$ cat config.mk
export PLATFORM = sky130hd
export DESIGN_NAME = mmu_xent_top
export DESIGN_NICKNAME = d
export VERILOG_FILES = /design/src/rtl/mmu_xent_pkg.sv /design/src/rtl/xent_classify.sv /design/src/rtl/xent_image.sv /design/src/rtl/xent_seq.sv /design/src/rtl/mmu_xent_top.sv
export SDC_FILE = /design/constraint.sdc
export NUM_CORES = 1
export LEC_CHECK = 0
export BUFFER_PORTS_ARGS = -buffer_cell sky130_fd_sc_hd__buf_2
export CORE_ASPECT_RATIO = 1.25
export CORE_MARGIN = 2
export CORE_UTILIZATION = 45
export DETAILED_ROUTE_END_ITERATION = 10
export PLACE_DENSITY = 0.87
export SLEW_MARGIN = 20
export SYNTH_ARGS = -nofsm -noshare
export SYNTH_HDL_FRONTEND = slang
export SYNTH_SLANG_ARGS = --single-unit
$ cat constraint.sdc
create_clock -name clk -period 3.1 [get_ports clk]
set_input_delay 0.155 -clock clk [delete_from_list [all_inputs] [get_ports clk]]
set_output_delay 0.155 -clock clk [all_outputs]
set_load 0.03 [all_outputs]
$ cat src/rtl/mmu_xent_pkg.sv
package mmu_xent_pkg;

    typedef enum logic [2:0] {
        ACC_LOAD       = 3'd0,
        ACC_STORE      = 3'd1,
        ACC_IBLK_INV   = 3'd2,
        ACC_DBLK_ZERO  = 3'd3,
        ACC_DBLK_CLEAN = 3'd4,
        ACC_DBLK_FLUSH = 3'd5,
        ACC_DBLK_INV   = 3'd6,
        ACC_RSVD       = 3'd7
    } acc_kind_e;

    typedef enum logic [1:0] {
        FK_NONE = 2'd0,
        FK_MISS = 2'd1,
        FK_ERR  = 2'd2
    } fault_kind_e;

    typedef enum logic [1:0] {
        XS_IDLE = 2'd0,
        XS_MISS = 2'd1,
        XS_ERR  = 2'd2
    } xent_state_e;

    // machine state bit indices, LSB first
    localparam int MB_LE  = 0;
    localparam int MB_RI  = 1;
    localparam int MB_DR  = 4;
    localparam int MB_IP  = 6;
    localparam int MB_ME  = 12;
    localparam int MB_ILE = 16;

endpackage

$ cat src/rtl/xent_classify.sv
module xent_classify
    import mmu_xent_pkg::*;
(
    input  logic        req_valid,
    input  logic        reloc_on,
    input  logic        tlb_hit,
    input  logic        seg_valid,
    input  logic        page_valid,
    input  logic        prot_viol,
    input  logic        page_changed,
    input  logic [2:0]  acc_kind,
    output fault_kind_e kind
);
    logic kind_ok;
    logic is_write;
    logic bad_entry;

    always_comb begin
        kind_ok   = (acc_kind != ACC_RSVD);
        is_write  = (acc_kind == ACC_STORE) || (acc_kind == ACC_DBLK_ZERO);
        bad_entry = !seg_valid || !page_valid || prot_viol || (is_write && !page_changed);
        kind      = FK_NONE;
        if (req_valid && reloc_on && kind_ok) begin
            if (!tlb_hit) begin
                kind = FK_MISS;            // miss wins over any entry flag
            end else if (bad_entry) begin
                kind = FK_ERR;
            end
        end
    end

endmodule

$ cat src/rtl/xent_image.sv
module xent_image
    import mmu_xent_pkg::*;
#(
    parameter int XLEN = 32,
    localparam int HALF = XLEN / 2
) (
    input  logic [HALF:0]   msr_lo,
    input  logic            sticky_old,
    output logic [XLEN-1:0] srr1_img,
    output logic [XLEN-1:0] msr_img
);
    for (genvar i = 0; i < XLEN; i++) begin : g_bit
        if (i == MB_RI) begin : g_sticky
            assign srr1_img[i] = sticky_old | msr_lo[i];
        end else if (i < HALF) begin : g_copy
            assign srr1_img[i] = msr_lo[i];
        end else begin : g_zero
            assign srr1_img[i] = 1'b0;
        end

        if (i == MB_LE) begin : g_le
            assign msr_img[i] = msr_lo[MB_ILE];
        end else if (i == MB_IP || i == MB_ME) begin : g_keep
            assign msr_img[i] = msr_lo[i];
        end else begin : g_clr
            assign msr_img[i] = 1'b0;
        end
    end

endmodule

$ cat src/rtl/xent_seq.sv
module xent_seq
    import mmu_xent_pkg::*;
#(
    parameter int              XLEN     = 32,
    parameter int              ADDR_W   = 32,
    parameter logic [ADDR_W-1:0] HI_BASE  = 32'hFFF0_0000,
    parameter logic [ADDR_W-1:0] MISS_OFS = 32'h0000_1200,
    parameter logic [ADDR_W-1:0] ERR_OFS  = 32'h0000_1400
) (
    input  logic              clk,
    input  logic              rst,
    input  fault_kind_e       kind,
    input  logic              msr_load,
    input  logic              ri_bit,
    input  logic              ip_bit,
    input  logic [ADDR_W-1:0] fault_ea,
    input  logic [XLEN-1:0]   srr1_img,
    input  logic [XLEN-1:0]   msr_img,
    output logic              taken,
    output logic              miss_taken,
    output logic              err_taken,
    output logic [ADDR_W-1:0] redirect_pc,
    output logic [ADDR_W-1:0] srr0_q,
    output logic [XLEN-1:0]   srr1_q,
    output logic [XLEN-1:0]   msr_new
);
    xent_state_e       state_q, state_d;
    logic              hi_q;
    logic [ADDR_W-1:0] base;

    always_comb begin
        unique case (kind)
            FK_MISS: state_d = XS_MISS;
            FK_ERR:  state_d = XS_ERR;
            default: state_d = XS_IDLE;
        endcase
    end

    always_ff @(posedge clk) begin
        if (rst) begin
            state_q <= XS_IDLE;
            hi_q    <= 1'b0;
            srr0_q  <= '0;
            srr1_q  <= '0;
            msr_new <= '0;
        end else begin
            state_q <= state_d;
            if (kind != FK_NONE) begin
                hi_q    <= ip_bit;
                srr0_q  <= fault_ea;
                srr1_q  <= srr1_img;
                msr_new <= msr_img;
            end else if (msr_load && !ri_bit) begin
                srr1_q[MB_RI] <= 1'b0;
            end
        end
    end

    always_comb begin
        base        = hi_q ? HI_BASE : '0;
        taken       = 1'b0;
        miss_taken  = 1'b0;
        err_taken   = 1'b0;
        redirect_pc = '0;
        unique case (state_q)
            XS_MISS: begin
                taken       = 1'b1;
                miss_taken  = 1'b1;
                redirect_pc = base + MISS_OFS;
            end
            XS_ERR: begin
                taken       = 1'b1;
                err_taken   = 1'b1;
                redirect_pc = base + ERR_OFS;
            end
            default: ;
        endcase
    end

    assert_kind_onehot_R12: assert property (@(posedge clk) disable iff (rst)
        $onehot0({miss_taken, err_taken}));

    assert_miss_offset_R11: assert property (@(posedge clk) disable iff (rst)
        miss_taken |-> (redirect_pc[15:0] == MISS_OFS[15:0]));

    assert_err_offset_R11: assert property (@(posedge clk) disable iff (rst)
        err_taken |-> (redirect_pc[15:0] == ERR_OFS[15:0]));

    assert_sticky_hold_R9: assert property (@(posedge clk) disable iff (rst)
        (srr1_q[MB_RI] && !msr_load) |=> srr1_q[MB_RI]);

endmodule

$ cat src/rtl/mmu_xent_top.sv
module mmu_xent_top
    import mmu_xent_pkg::*;
#(
    parameter int                XLEN     = 32,
    parameter int                ADDR_W   = 32,
    parameter logic [ADDR_W-1:0] HI_BASE  = 32'hFFF0_0000,
    parameter logic [ADDR_W-1:0] MISS_OFS = 32'h0000_1200,
    parameter logic [ADDR_W-1:0] ERR_OFS  = 32'h0000_1400
) (
    input  logic              clk,
    input  logic              rst,
    input  logic              req_valid,
    input  logic              tlb_hit,
    input  logic              seg_valid,
    input  logic              page_valid,
    input  logic              prot_viol,
    input  logic              page_changed,
    input  logic [2:0]        acc_kind,
    input  logic [XLEN-1:0]   msr_cur,
    input  logic              msr_load,
    input  logic [ADDR_W-1:0] fault_ea,
    output logic              taken,
    output logic              miss_taken,
    output logic              err_taken,
    output logic [ADDR_W-1:0] redirect_pc,
    output logic [ADDR_W-1:0] srr0_q,
    output logic [XLEN-1:0]   srr1_q,
    output logic [XLEN-1:0]   msr_new
);
    localparam int HALF = XLEN / 2;

    fault_kind_e     kind;
    logic [XLEN-1:0] srr1_img;
    logic [XLEN-1:0] msr_img;

    xent_classify u_classify (
        .req_valid    (req_valid),
        .reloc_on     (msr_cur[MB_DR]),
        .tlb_hit      (tlb_hit),
        .seg_valid    (seg_valid),
        .page_valid   (page_valid),
        .prot_viol    (prot_viol),
        .page_changed (page_changed),
        .acc_kind     (acc_kind),
        .kind         (kind)
    );

    xent_image #(.XLEN(XLEN)) u_image (
        .msr_lo     (msr_cur[HALF:0]),
        .sticky_old (srr1_q[MB_RI]),
        .srr1_img   (srr1_img),
        .msr_img    (msr_img)
    );

    xent_seq #(
        .XLEN     (XLEN),
        .ADDR_W   (ADDR_W),
        .HI_BASE  (HI_BASE),
        .MISS_OFS (MISS_OFS),
        .ERR_OFS  (ERR_OFS)
    ) u_seq (
        .clk         (clk),
        .rst         (rst),
        .kind        (kind),
        .msr_load    (msr_load),
        .ri_bit      (msr_cur[MB_RI]),
        .ip_bit      (msr_cur[MB_IP]),
        .fault_ea    (fault_ea),
        .srr1_img    (srr1_img),
        .msr_img     (msr_img),
        .taken       (taken),
        .miss_taken  (miss_taken),
        .err_taken   (err_taken),
        .redirect_pc (redirect_pc),
        .srr0_q      (srr0_q),
        .srr1_q      (srr1_q),
        .msr_new     (msr_new)
    );

    assert_miss_follows_R1: assert property (@(posedge clk) disable iff (rst)
        (req_valid && msr_cur[MB_DR] && !tlb_hit && acc_kind != ACC_RSVD) |=> miss_taken);

    assert_no_reloc_quiet_R1: assert property (@(posedge clk) disable iff (rst)
        (!msr_cur[MB_DR] || !req_valid) |=> !taken);

    assert_srr0_capture_R7: assert property (@(posedge clk) disable iff (rst)
        (req_valid && msr_cur[MB_DR] && !tlb_hit && acc_kind != ACC_RSVD) |=> (srr0_q == $past(fault_ea)));

    assert_msr_rewrite_R10: assert property (@(posedge clk) disable iff (rst)
        (req_valid && msr_cur[MB_DR] && !tlb_hit && acc_kind != ACC_RSVD) |=>
        (msr_new == (($past(msr_cur) & ((XLEN'(1) << MB_IP) | (XLEN'(1) << MB_ME)))
                     | XLEN'($past(msr_cur[MB_ILE])))));

endmodule

* Yosys cells after proc, flatten, opt, wreduce, memory -nomap -nowiden
Cells that the tools add are included.
** Operators by class
- Add/subtract/negate cells :: 2
- Eq/ne operators :: 7
- Multiplexer cells :: 11
- Bitwise gates (word level) :: 1
- Reduce and logical (&&, ||, !) cells :: 15
** Operators with widths (number)
- adder 32 x 13 -> 32 bit, second input constant :: 2
- case mux 32 bit (2 select lines) :: 1
- two-way mux 32 bit :: 1
- two-way mux 2 bit :: 3
- two-way mux 1 bit :: 5
- == test 2 x 1 -> 1 bit, second input constant :: 2
- == test 2 bit, second input constant :: 2
- logical AND 1 bit :: 4
- zero test 1 bit :: 4
- logical OR 1 bit :: 4
- case mux 2 bit (2 select lines) :: 1
- nonzero test 2 bit :: 2
- == test 3 x 1 -> 1 bit, second input constant :: 1
- == test 3 x 2 -> 1 bit, second input constant :: 1
- inequality test 3 bit, second input constant :: 1
- OR reduction 2 bit :: 1
- bitwise OR 1 bit :: 1
** Word-level totals
- Flip-flop bits (word level) :: 54
- Input port bits :: 76
- Output and inout port bits :: 131
- Logic and storage cells :: 42

* Longest topological paths before layout
- Word-level depth :: 9
- Depth in mapped cells :: 6
- Gate-level depth less buffers :: 4

* By module
Synthesis repeated with hierarchy kept, for this count alone.
** Second synthesis, totals
- Cell total of the unflattened synthesis :: 557
- Area total of the unflattened synthesis :: 4918.5 um2
** By module, submodules not included
- xent_seq :: times used 1, cells each 485, area an instance 4399.2 um2, sequential area each 1981.9 um2
- xent_image :: times used 1, cells each 65, area an instance 483.0 um2, sequential area each 0.0 um2
- xent_classify :: times used 1, cells each 7, area an instance 36.3 um2, sequential area each 0.0 um2

* Worst setup path after synthesis
Ideal clock, no wire load.
- Path type :: register -> output
- Start point :: register u_seq.state_q[0]
- End point :: output redirect_pc[21]
- Data arrival time :: 1.611 ns
- Data required time :: 2.945 ns
- Path slack :: 1.334 ns
- Stages on the path, launching flop included :: 6
- Path buffers :: 1
- Cell sequence :: dfxtp_1 > inv_1 > ha_1 > inv_1 > o211a_1 > buf_4
** On the way
- Cells in the longest elaborated chain, start to end :: 2
- Elaborated cells between the ends (all ways) :: 3
- Classes of those cells :: eq/ne: 2; mux: 1
** Ends and longest elaborated chain
- start: declaration :: RTL line xent_seq.sv:27 : xent_state_e state_q, state_d;
- start signal: assignment :: RTL line xent_seq.sv:47 : state_q <= state_d;
- == test 2 bit or == test 2 x 1 -> 1 bit (tied branches) :: RTL line xent_seq.sv:65 : unique case (state_q)
- case mux 32 bit (2 select lines) * :: RTL line xent_seq.sv:65
- end: declaration :: RTL line mmu_xent_top.sv:25 : output logic [ADDR_W-1:0] redirect_pc,
Mark *: on every way between the ends. The rest lies on a longest branch, timed or not.

* Worst setup path in the final report
- Start point :: register u_seq.state_q[0]
- End point :: output redirect_pc[26]
Same word-level chain as after synthesis.

==> results.ini <==
[run_status]
outcome=finished, final reports clean

[sta]
grt_setup_unrepaired=no
holdWs_ns=0.0983
tns_ns=0
fin_crit_ns=1.74
finClkSkew_ns=0
finalHoldViolations=0
worst_pin_slew_ns=0.609
finalMaxSlewViolations=0
slew-limit-headroom=0.594
period_share=0.561
fmaxAchievable_mhz=576
setup_viol=0

[logic_synthesis]
synth-simple-area-share=0.215
synth_mux_area_frac=0.162
yosysWarnings=0
synth.area.top_cells=dfxtp_1, buf_4, nand2b_1
synth_seq_cells=51
yosysTopAreaCell=dfxtp_1
syn_avg_cell_area_um2=9.39
yosysTopAreaCellShare=0.352
syn_area_um2=2900
synth_ff_type=dfxtp_1
synth_xor_area_frac=0
postSynthCellCount=309
synth.distinct_cells=21
synth_common_cells=nand2b_1, buf_4, dfxtp_1
yosysSeqAreaShare=0.352
yosysMostFrequentCell=nand2b_1
yosys.area_share.adder=0.00862
synth_top_family_by_area=buffers and inverters
synthArstFlopShare=0
synth_edf_count=0
synth_compound_area_frac=0.0181

[floorplan]
initial_utilization=0.468
std_cell_rows=32
die_w_um=75.8
die-area_um2=7110
io_pins=207
die_y_um=93.8
core_um2=6210

[final_layout]
fin_cells=498
multi_input_area_um2=1420
drive_gt1_frac=0.339
regArea_um2=1020
nets=490
n_fill_cell=576
final_area_um2=3350
syn_to_final_growth_pct=15.4
antenna_cells=0

[cts]
cts-hold-fix-buffers=0
cts_tree=built
post_cts_buffers=0
cts_resized=0
cts_max_level=2
clock-root-buffer=clkbuf_8
clock_sinks=51
numCtsBuffers=5
clk_path_buf_depth=2
insertion_delay_ns=0.29
cts.clk_slew.worst_paths_ns=0.10

[grt]
grt_max_degree=99
grt_pass1_vias=1974
grt_pass1_wl_um=8040
grt_overflow=0
antenna_found_initial=0
grt_usage=0.142

[worst_setup_path]
crit_chain=inv_1 -> ha_1 -> inv_1 -> o211a_1 -> buf_2
worstPathMaxFanout=12
crit_path_top_delay_cell=dfxtp_1
critPathKind=register to output port
cp.arrival_ns=1.58
worst_ep_required_time_ns=2.94
critPathLaunchType=register
critPathBufInv=3
crit_family=buffers and inverters
cp_slowest_stage_delay_ns=0.34
cpMostUsedCell=inv_1
cp-startpoint=u_seq.state_q[0]$_SDFF_PP0_
cp-end-kind=output port
reg2reg_from=u_seq.srr1_q[1]$_SDFFE_PP0P_

[pwr]
irDropWorstVdd_mv=0.380
switching_share=0.315
p_clk_frac=0.315
combPwrFrac=0.231
p_sw_w=0.000489
p_int_w=0.00106
leakagePower_nw=1.71
seq_power_share=0.454
cellPowerDensity_nw_per_um2=463

[drt]
viasPerCell=4.19
num_vias=2089
drc=0
antenna_left=0
wire_per_inst_um=10.4
firstDrtPassIters=4
drt_wl_total_um=5200
drt_iter0_drc=53

[placed_design]
place_inst=490
hpwlAfterDp_um=4020
dpl-instance-area_um2=3230
numPortBuffers=129
routabilityCongestion=0.752

[hold_path]
min_path_type=input pin to register
hp-start=fault_ea[19]

[job]
maxCapViolations=0

[flip-flops by register name, summed over array words and instances, names as in the netlist]
signal and flops:
u_seq.state_q 2, u_seq.msr_new 1, u_seq.srr0_q 32, u_seq.srr1_q 16
[layer usage]
layer,vias up,track usage,wire (um)
li1,1035,-,-
met1,927,0.140,1930
met2,121,0.267,2700
met3,6,0.0461,516
met4,0,0.0512,59
met5,-,0,0
[layout make-up]
type,instances,area share
clock buffer,6,0.0246
clock inverter,2,0.0116
inverter,5,0.00560
multi-input combinational,219,0.422
sequential,51,0.305
tap,85,0.0317
timing repair buffer,130,0.199
[cell usage in the layout (no fill, tap or decap), types with 2 or more instances in the layout]
master    count
buf_2       128
clkbuf_8      6
conb_1       62
dfxtp_1      51
ha_1          2
inv_1         5
mux2i_1      47
nand2b_1     94
nand3_1       2
nor2_1        2
[worst reg2reg max path: cells and delay by family (launching register included)]
| kind | cells | cell delay [ns] |
|---|---|---|
| DFF | 1 | 0.36 |
| AOI/OAI and AO/OA | 2 | 0.40 |
[through the flow]
stage,utilization,setup slack [ns],power [W]
6_report,0.540,1.36,0.00155
5_1_grt,0.540,1.18,0.00163
4_1_cts,0.540,1.33,0.00157
3_5_place_dp,0.520,1.42,0.00108
3_3_place_gp,0.520,1.46,0.00107
2_1_floorplan,-,1.33,0.00106
[power groups by stage]
| stage | Combinational, W | Sequential (W) | Clock [W] |
|---|---|---|---|
| floorplan | 0.000276 | 0.000781 | 0 |
| global placement | 0.000354 | 0.000718 | 0 |
| detailed placement | 0.000360 | 0.000720 | 0 |
| CTS | 0.000360 | 0.000705 | 0.000509 |
| global route | 0.000387 | 0.000709 | 0.000532 |
| finish | 0.000359 | 0.000704 | 0.000488 |
[cells by family (layout without fill, tap and decap cells)]
| family | count (synthesis) | count (layout) |
|---|---|---|
| other cells | 1 | 62 |
| mux | 47 | 47 |
| buf+inv | 100 | 143 |
| simple gates | 101 | 101 |
| flops | 51 | 51 |
| fa+ha+maj | 2 | 2 |
| compound gates | 7 | 7 |
[path summary, 6_finish.rpt]
kind	endpoint	slack, ns	cells after the start
setup / recovery	redirect_pc[26]	1.36	5
hold / removal	u_seq.srr0_q[19]$_SDFFE_PP0P_	0.1	3
setup reg to reg	u_seq.srr1_q[1]$_SDFFE_PP0P_	2.25	2
hold reg to reg	u_seq.srr1_q[4]$_SDFFE_PP0P_	0.47	2
(Power assumes the default switching activity.)
